==> config.mk <==
export PLATFORM = sky130hd
export DESIGN_NAME = e3oi_top
export DESIGN_NICKNAME = d
export VERILOG_FILES = /design/src/rtl/e3oi_pkg.sv /design/src/rtl/e3oi_ferf_filter.sv /design/src/rtl/e3oi_ptype_watch.sv /design/src/rtl/e3oi_status_bank.sv /design/src/rtl/e3oi_top.sv
export SDC_FILE = /design/constraint.sdc
export NUM_CORES = 1
export LEC_CHECK = 0
export BUFFER_PORTS_ARGS = -buffer_cell sky130_fd_sc_hd__buf_4
export CORE_MARGIN = 1.5
export CORE_UTILIZATION = 48
export CTS_BUF_LIST = sky130_fd_sc_hd__clkbuf_4
export DETAILED_ROUTE_END_ITERATION = 10
export PLACE_DENSITY = 0.84
export RECOVER_POWER = 25
export SKIP_CTS_REPAIR_TIMING = 1
export SYNTH_ARGS = -nofsm -noshare
export SYNTH_HDL_FRONTEND = slang
export SYNTH_SLANG_ARGS = --single-unit
==> constraint.sdc <==
create_clock -name clk -period 2 [get_ports clk]
set_input_delay 0.1 -clock clk [delete_from_list [all_inputs] [get_ports clk]]
set_output_delay 0.1 -clock clk [all_outputs]
set_load 0.01 [all_outputs]
==> src/rtl/e3oi_pkg.sv <==
package e3oi_pkg;
   localparam int ST_W   = 5;
   localparam int B_FEBE = 4;
   localparam int B_FERF = 3;
   localparam int B_BIP  = 2;
   localparam int B_FA   = 1;
   localparam int B_PT   = 0;

   typedef enum logic [1:0] {
      RA_STAT = 2'd0,
      RA_EN   = 2'd1,
      RA_LINK = 2'd2,
      RA_NONE = 2'd3
   } reg_addr_e;
endpackage

==> src/rtl/e3oi_ferf_filter.sv <==
module e3oi_ferf_filter #(
   parameter int N_SHORT = 3,
   parameter int N_LONG  = 5
) (
   input  logic clk,
   input  logic rst_n,
   input  logic frame_done,
   input  logic ferf_bit,
   input  logic persist_long,
   output logic alarm,
   output logic alarm_chg
);
   localparam int CNT_W = $clog2(N_LONG + 1);

   generate
      if (N_SHORT < 1 || N_LONG < N_SHORT) begin : g_bad_n
         $error("e3oi_ferf_filter: need 1 <= N_SHORT <= N_LONG");
      end
   endgenerate

   logic             run_val;
   logic [CNT_W-1:0] cnt, cnt_nx, lim;

   always_comb begin
      if (ferf_bit != run_val)          cnt_nx = CNT_W'(1);
      else if (cnt == CNT_W'(N_LONG))   cnt_nx = cnt;
      else                              cnt_nx = cnt + CNT_W'(1);
      lim       = persist_long ? CNT_W'(N_LONG) : CNT_W'(N_SHORT);
      alarm_chg = frame_done && (cnt_nx >= lim) && (ferf_bit != alarm);
   end

   always_ff @(posedge clk) begin
      if (!rst_n) begin
         run_val <= 1'b0;
         cnt     <= '0;
         alarm   <= 1'b0;
      end else if (frame_done) begin
         run_val <= ferf_bit;
         cnt     <= cnt_nx;
         if (alarm_chg) alarm <= ferf_bit;
      end
   end


   alarm_quiet_chk: assert property (@(posedge clk) disable iff (!rst_n)
      !frame_done |=> $stable(alarm));


   alarm_flip_chk: assert property (@(posedge clk) disable iff (!rst_n)
      alarm_chg |=> (alarm != $past(alarm)));


   alarm_follow_chk: assert property (@(posedge clk) disable iff (!rst_n)
      alarm_chg |=> (alarm == $past(ferf_bit)));
endmodule

==> src/rtl/e3oi_ptype_watch.sv <==
module e3oi_ptype_watch #(
   parameter int PT_W = 3
) (
   input  logic            clk,
   input  logic            rst_n,
   input  logic            frame_done,
   input  logic [PT_W-1:0] ptype,
   output logic            pt_mis
);
   generate
      if (PT_W < 1) begin : g_bad_w
         $error("e3oi_ptype_watch: PT_W must be positive");
      end
   endgenerate

   logic            have_prev;
   logic [PT_W-1:0] prev;

   assign pt_mis = frame_done && have_prev && (ptype != prev);

   always_ff @(posedge clk) begin
      if (!rst_n) begin
         have_prev <= 1'b0;
         prev      <= '0;
      end else if (frame_done) begin
         have_prev <= 1'b1;
         prev      <= ptype;
      end
   end


   first_frame_chk: assert property (@(posedge clk) disable iff (!rst_n)
      !have_prev |-> !pt_mis);
endmodule

==> src/rtl/e3oi_status_bank.sv <==
module e3oi_status_bank #(
   parameter int W = 5
) (
   input  logic         clk,
   input  logic         rst_n,
   input  logic [W-1:0] ev,
   input  logic         clr,
   output logic [W-1:0] st
);
   generate
      for (genvar i = 0; i < W; i++) begin : g_bit
         logic bit_q;
         always_ff @(posedge clk) begin
            if (!rst_n)     bit_q <= 1'b0;
            else if (ev[i]) bit_q <= 1'b1;
            else if (clr)   bit_q <= 1'b0;
         end
         assign st[i] = bit_q;
      end
   endgenerate


   sticky_chk: assert property (@(posedge clk) disable iff (!rst_n)
      !clr |=> ((st & $past(st)) == $past(st)));


   keep_event_chk: assert property (@(posedge clk) disable iff (!rst_n)
      (ev != '0) |=> ((st & $past(ev)) == $past(ev)));


   clear_chk: assert property (@(posedge clk) disable iff (!rst_n)
      (clr && ev == '0) |=> (st == '0));
endmodule

==> src/rtl/e3oi_top.sv <==
module e3oi_top
   import e3oi_pkg::*;
#(
   parameter int PT_W    = 3,
   parameter int N_SHORT = 3,
   parameter int N_LONG  = 5
) (
   input  logic            clk,
   input  logic            rst_n,
   input  logic            frame_done,
   input  logic            febe_bit,
   input  logic            ferf_bit,
   input  logic            bip_err,
   input  logic            fa_err,
   input  logic [PT_W-1:0] ptype,
   input  logic            persist_long,
   input  logic            reg_rd,
   input  logic            reg_wr,
   input  logic [1:0]      reg_addr,
   input  logic [ST_W-1:0] reg_wdata,
   output logic [ST_W-1:0] reg_rdata,
   output logic            irq
);
   logic            alarm, alarm_chg, pt_mis, rd_clr;
   logic [ST_W-1:0] ev, st, en_q;

   e3oi_ferf_filter #(.N_SHORT(N_SHORT), .N_LONG(N_LONG)) u_filt (
      .clk(clk), .rst_n(rst_n), .frame_done(frame_done), .ferf_bit(ferf_bit),
      .persist_long(persist_long), .alarm(alarm), .alarm_chg(alarm_chg));

   e3oi_ptype_watch #(.PT_W(PT_W)) u_pt (
      .clk(clk), .rst_n(rst_n), .frame_done(frame_done), .ptype(ptype),
      .pt_mis(pt_mis));

   always_comb begin
      ev         = '0;
      ev[B_FEBE] = frame_done & febe_bit;
      ev[B_FERF] = alarm_chg;
      ev[B_BIP]  = frame_done & bip_err;
      ev[B_FA]   = frame_done & fa_err;
      ev[B_PT]   = pt_mis;
   end

   assign rd_clr = reg_rd && (reg_addr == RA_STAT);

   e3oi_status_bank #(.W(ST_W)) u_st (
      .clk(clk), .rst_n(rst_n), .ev(ev), .clr(rd_clr), .st(st));

   always_ff @(posedge clk) begin
      if (!rst_n)                          en_q <= '0;
      else if (reg_wr && reg_addr == RA_EN) en_q <= reg_wdata;
   end

   always_comb begin
      case (reg_addr)
         RA_STAT: reg_rdata = st;
         RA_EN:   reg_rdata = en_q;
         RA_LINK: reg_rdata = {{(ST_W-1){1'b0}}, alarm};
         default: reg_rdata = '0;
      endcase
   end

   assign irq = |(st & en_q);


   irq_mask_chk: assert property (@(posedge clk) disable iff (!rst_n)
      (en_q == '0) |-> !irq);


   idle_status_chk: assert property (@(posedge clk) disable iff (!rst_n)
      (!frame_done && !rd_clr) |=> $stable(st));
endmodule

==> impl_metrics.tcl <==
set metrics [dict create \
    status "completed" \
    vias 867 \
    slew_headroom_pct 77.7 \
    stdcell_area_um2 1300 \
    intPower_uw 581 \
    synth_area_leaders "dfxtp_1 38%, mux2i_1 16%, nor2b_1 8.8%, ha_1 5.1%, a22oi_1 3.0%" \
    die_h_um 48.4 \
    cts_sinks 19 \
    crit_chain "inv_2 -> ha_4 -> and3b_2 -> a211oi_2 -> ha_1 -> o21a_1 -> o221ai_4 -> mux2i_1" \
    netSwitchingPower_uw 201 \
    holdWs_ns 0.0655 \
    grt_pass1_wl_um 3460 \
    power_density_nw_per_um2 601 \
    grt-ovfl-total 0 \
    synth_top_area_share_pct 38.4 \
    io_pins 26 \
    crit_arrival_ns 2.22 \
    finalCritPeriodShare_pct 100 \
    setup_tns_ns 0 \
    pre_cts_slack_ns -0.0873 \
    area.growth.synth_to_final_pct 31.4 \
    diodes 0 \
    p_sw_share_pct 25.7 \
    grt.total_usage_pct 18.6 \
    final.setup_skew_ns 0.00574 \
    ctsRootBufferMaster "clkbuf_4" \
    drtIter0Drc 22 \
    die_x_um 48.4 \
    hold_viol_final 0 \
    p_leak_uw 0.000593 \
    critical_path.startpoint_type "flip-flop" \
    cts_buffer_depth 2 \
    rows 16 \
    numPortBuffers 25 \
    endpoint_kind "flip-flop" \
    ir_drop_mv 0.449 \
    crit_fanout 4 \
    ys_ff_latch 19 \
    cts_tree "done" \
    yosysUniqueCellTypes 26 \
    layout.nets 157 \
    placed_area_um2 1180 \
    clock_power_share_pct 25.8 \
    antenna_found_initial 0 \
    finalCriticalPeriod_ns 2.00 \
    synthFlopType "dfxtp_1" \
    setup_ws_ns 0.000690 \
    seqPwrFrac_pct 53.4 \
    fmax_mhz 500 \
    yosysMostFrequentCell "dfxtp_1" \
    dr.pass1.iters 4 \
    worstPathRequired_ns 2.22 \
    fin_util_pct 66.9 \
    path_class "reg2reg" \
    synth_commonest_cells "19 x dfxtp_1, 16 x mux2i_1, 14 x nor2b_1" \
    synthCells 106 \
    critPathSlowestCell "dfxtp_2" \
    slew_viol_final 0 \
    htree_levels 1 \
    dp_hpwl_um 1510 \
    drive_gt1_share_pct 33.3 \
    cap_violations 0 \
    drc_errors 0 \
    syn_area_per_cell_um2 9.34 \
    design.die.area_um2 2340 \
    gp_congestion 0.795 \
    hold_class "in2reg" \
    max_stage_delay_ns 0.37 \
    async_reset_ff_share_pct 0 \
    synth.largest_area_cell "dfxtp_1" \
    start_util_pct 51.0 \
    syn-num-nets 130 \
    grt_pass1_vias 811 \
    clk_latency_ns 0.29 \
    wire_per_inst_um 13.6 \
    final-setup-viol-count 0 \
    viasPerCell 5.45 \
    synth-seq-area-share_pct 38.4 \
    numCtsBuffers 3 \
    ys.warnings.count 0 \
    routed_wl_um 2160 \
    fillers 172 \
    clk_pin_slew_ns 0.11 \
    synth_area_um2 990 \
    antenna_left 0 \
    synth_edf_count 0 \
    grt_max_degree 22 \
    core-area_um2 1940 \
    comb_power_share_pct 20.9 \
    worst_pin_slew_ns 0.334 \
]
-- cell families after synthesis --
logic type / count (synthesis) / synth area share, %
mux: 16 / 16.2
compound gates: 17 / 13.0
xor+xnor: 6 / 5.31
fa+ha+maj: 4 / 5.06
simple gates: 35 / 18.2
buf+inv: 9 / 3.79
flops: 19 / 38.4
-- area by class of cell --
| type | count | area, um2 | share of cell area (%) |
|---|---|---|---|
| Multi-Input combinational cell | 78 | 629 | 48.4 |
| Sequential cell | 19 | 385 | 29.6 |
| Timing Repair Buffer | 28 | 210 | 16.2 |
| Tap cell | 27 | 33.8 | 2.60 |
| Clock buffer | 4 | 30.0 | 2.31 |
| Inverter | 3 | 11.3 | 0.866 |
-- path summary, 6_finish.rpt --
check / slack (ns) / depth (start not counted) / end / startpoint
hold reg to reg: 0.49 / 1 / u_pt.have_prev / u_pt.have_prev
setup / recovery: 0.0007 / 8 / u_filt.alarm / u_filt.cnt[1]
setup reg to reg: 0.0007 / 8 / u_filt.alarm / u_filt.cnt[1]
hold / removal: 0.07 / 3 / en_q[3] / reg_wdata[3]
-- cells in the final DEF (no fill, tap or decap), drive strengths merged, types with 4 or more instances in the layout --
cell	n
dfxtp	19
a22oi	4
mux2i	16
nor2	8
ha	4
nor2b	14
clkbuf	4
nand2	8
buf	28
-- state kept, by name, indices dropped and copies added (netlist names) --
signal            cells
en_q                  5
u_st.g_bit.bit_q      5
u_filt.cnt            3
u_pt.prev             3
u_filt.alarm          1
u_filt.run_val        1
u_pt.have_prev        1
-- power groups by stage --
stage          Sequential (uW)  Combinational, uW  Clock [uW]
2_1_floorplan              419               89.3           0
3_3_place_gp               421                133           0
3_5_place_dp               423                139           0
4_1_cts                    414                139         208
5_1_grt                    420                179         229
6_report                   417                163         201
-- metal layers --
layer	vias up	share of wire [%]	track usage [%]
met5	-	0	0
met4	0	1.3	5.71
met3	4	4.6	4.32
met2	25	52	32.6
met1	418	42	22.7
li1	420	-	-
-- metrics by stage --
stage                     power, uW  instances
final                           781        159
after global routing            828        159
after CTS                       762        156
after detailed placement        562        152
after global placement          555        152
after floorplan                 508        106
-- critical path: cells and delay by family, from the launching register on --
family | cells | cell delay (ns)
DFF | 1 | 0.37
buffers and inverters | 1 | 0.05
adders and majority gates | 2 | 0.44
muxes | 1 | 0.20
AOI/OAI and AO/OA | 3 | 0.65
and+or+nand+nor | 1 | 0.22
Note: power is estimated with default switching activity, not from simulation.
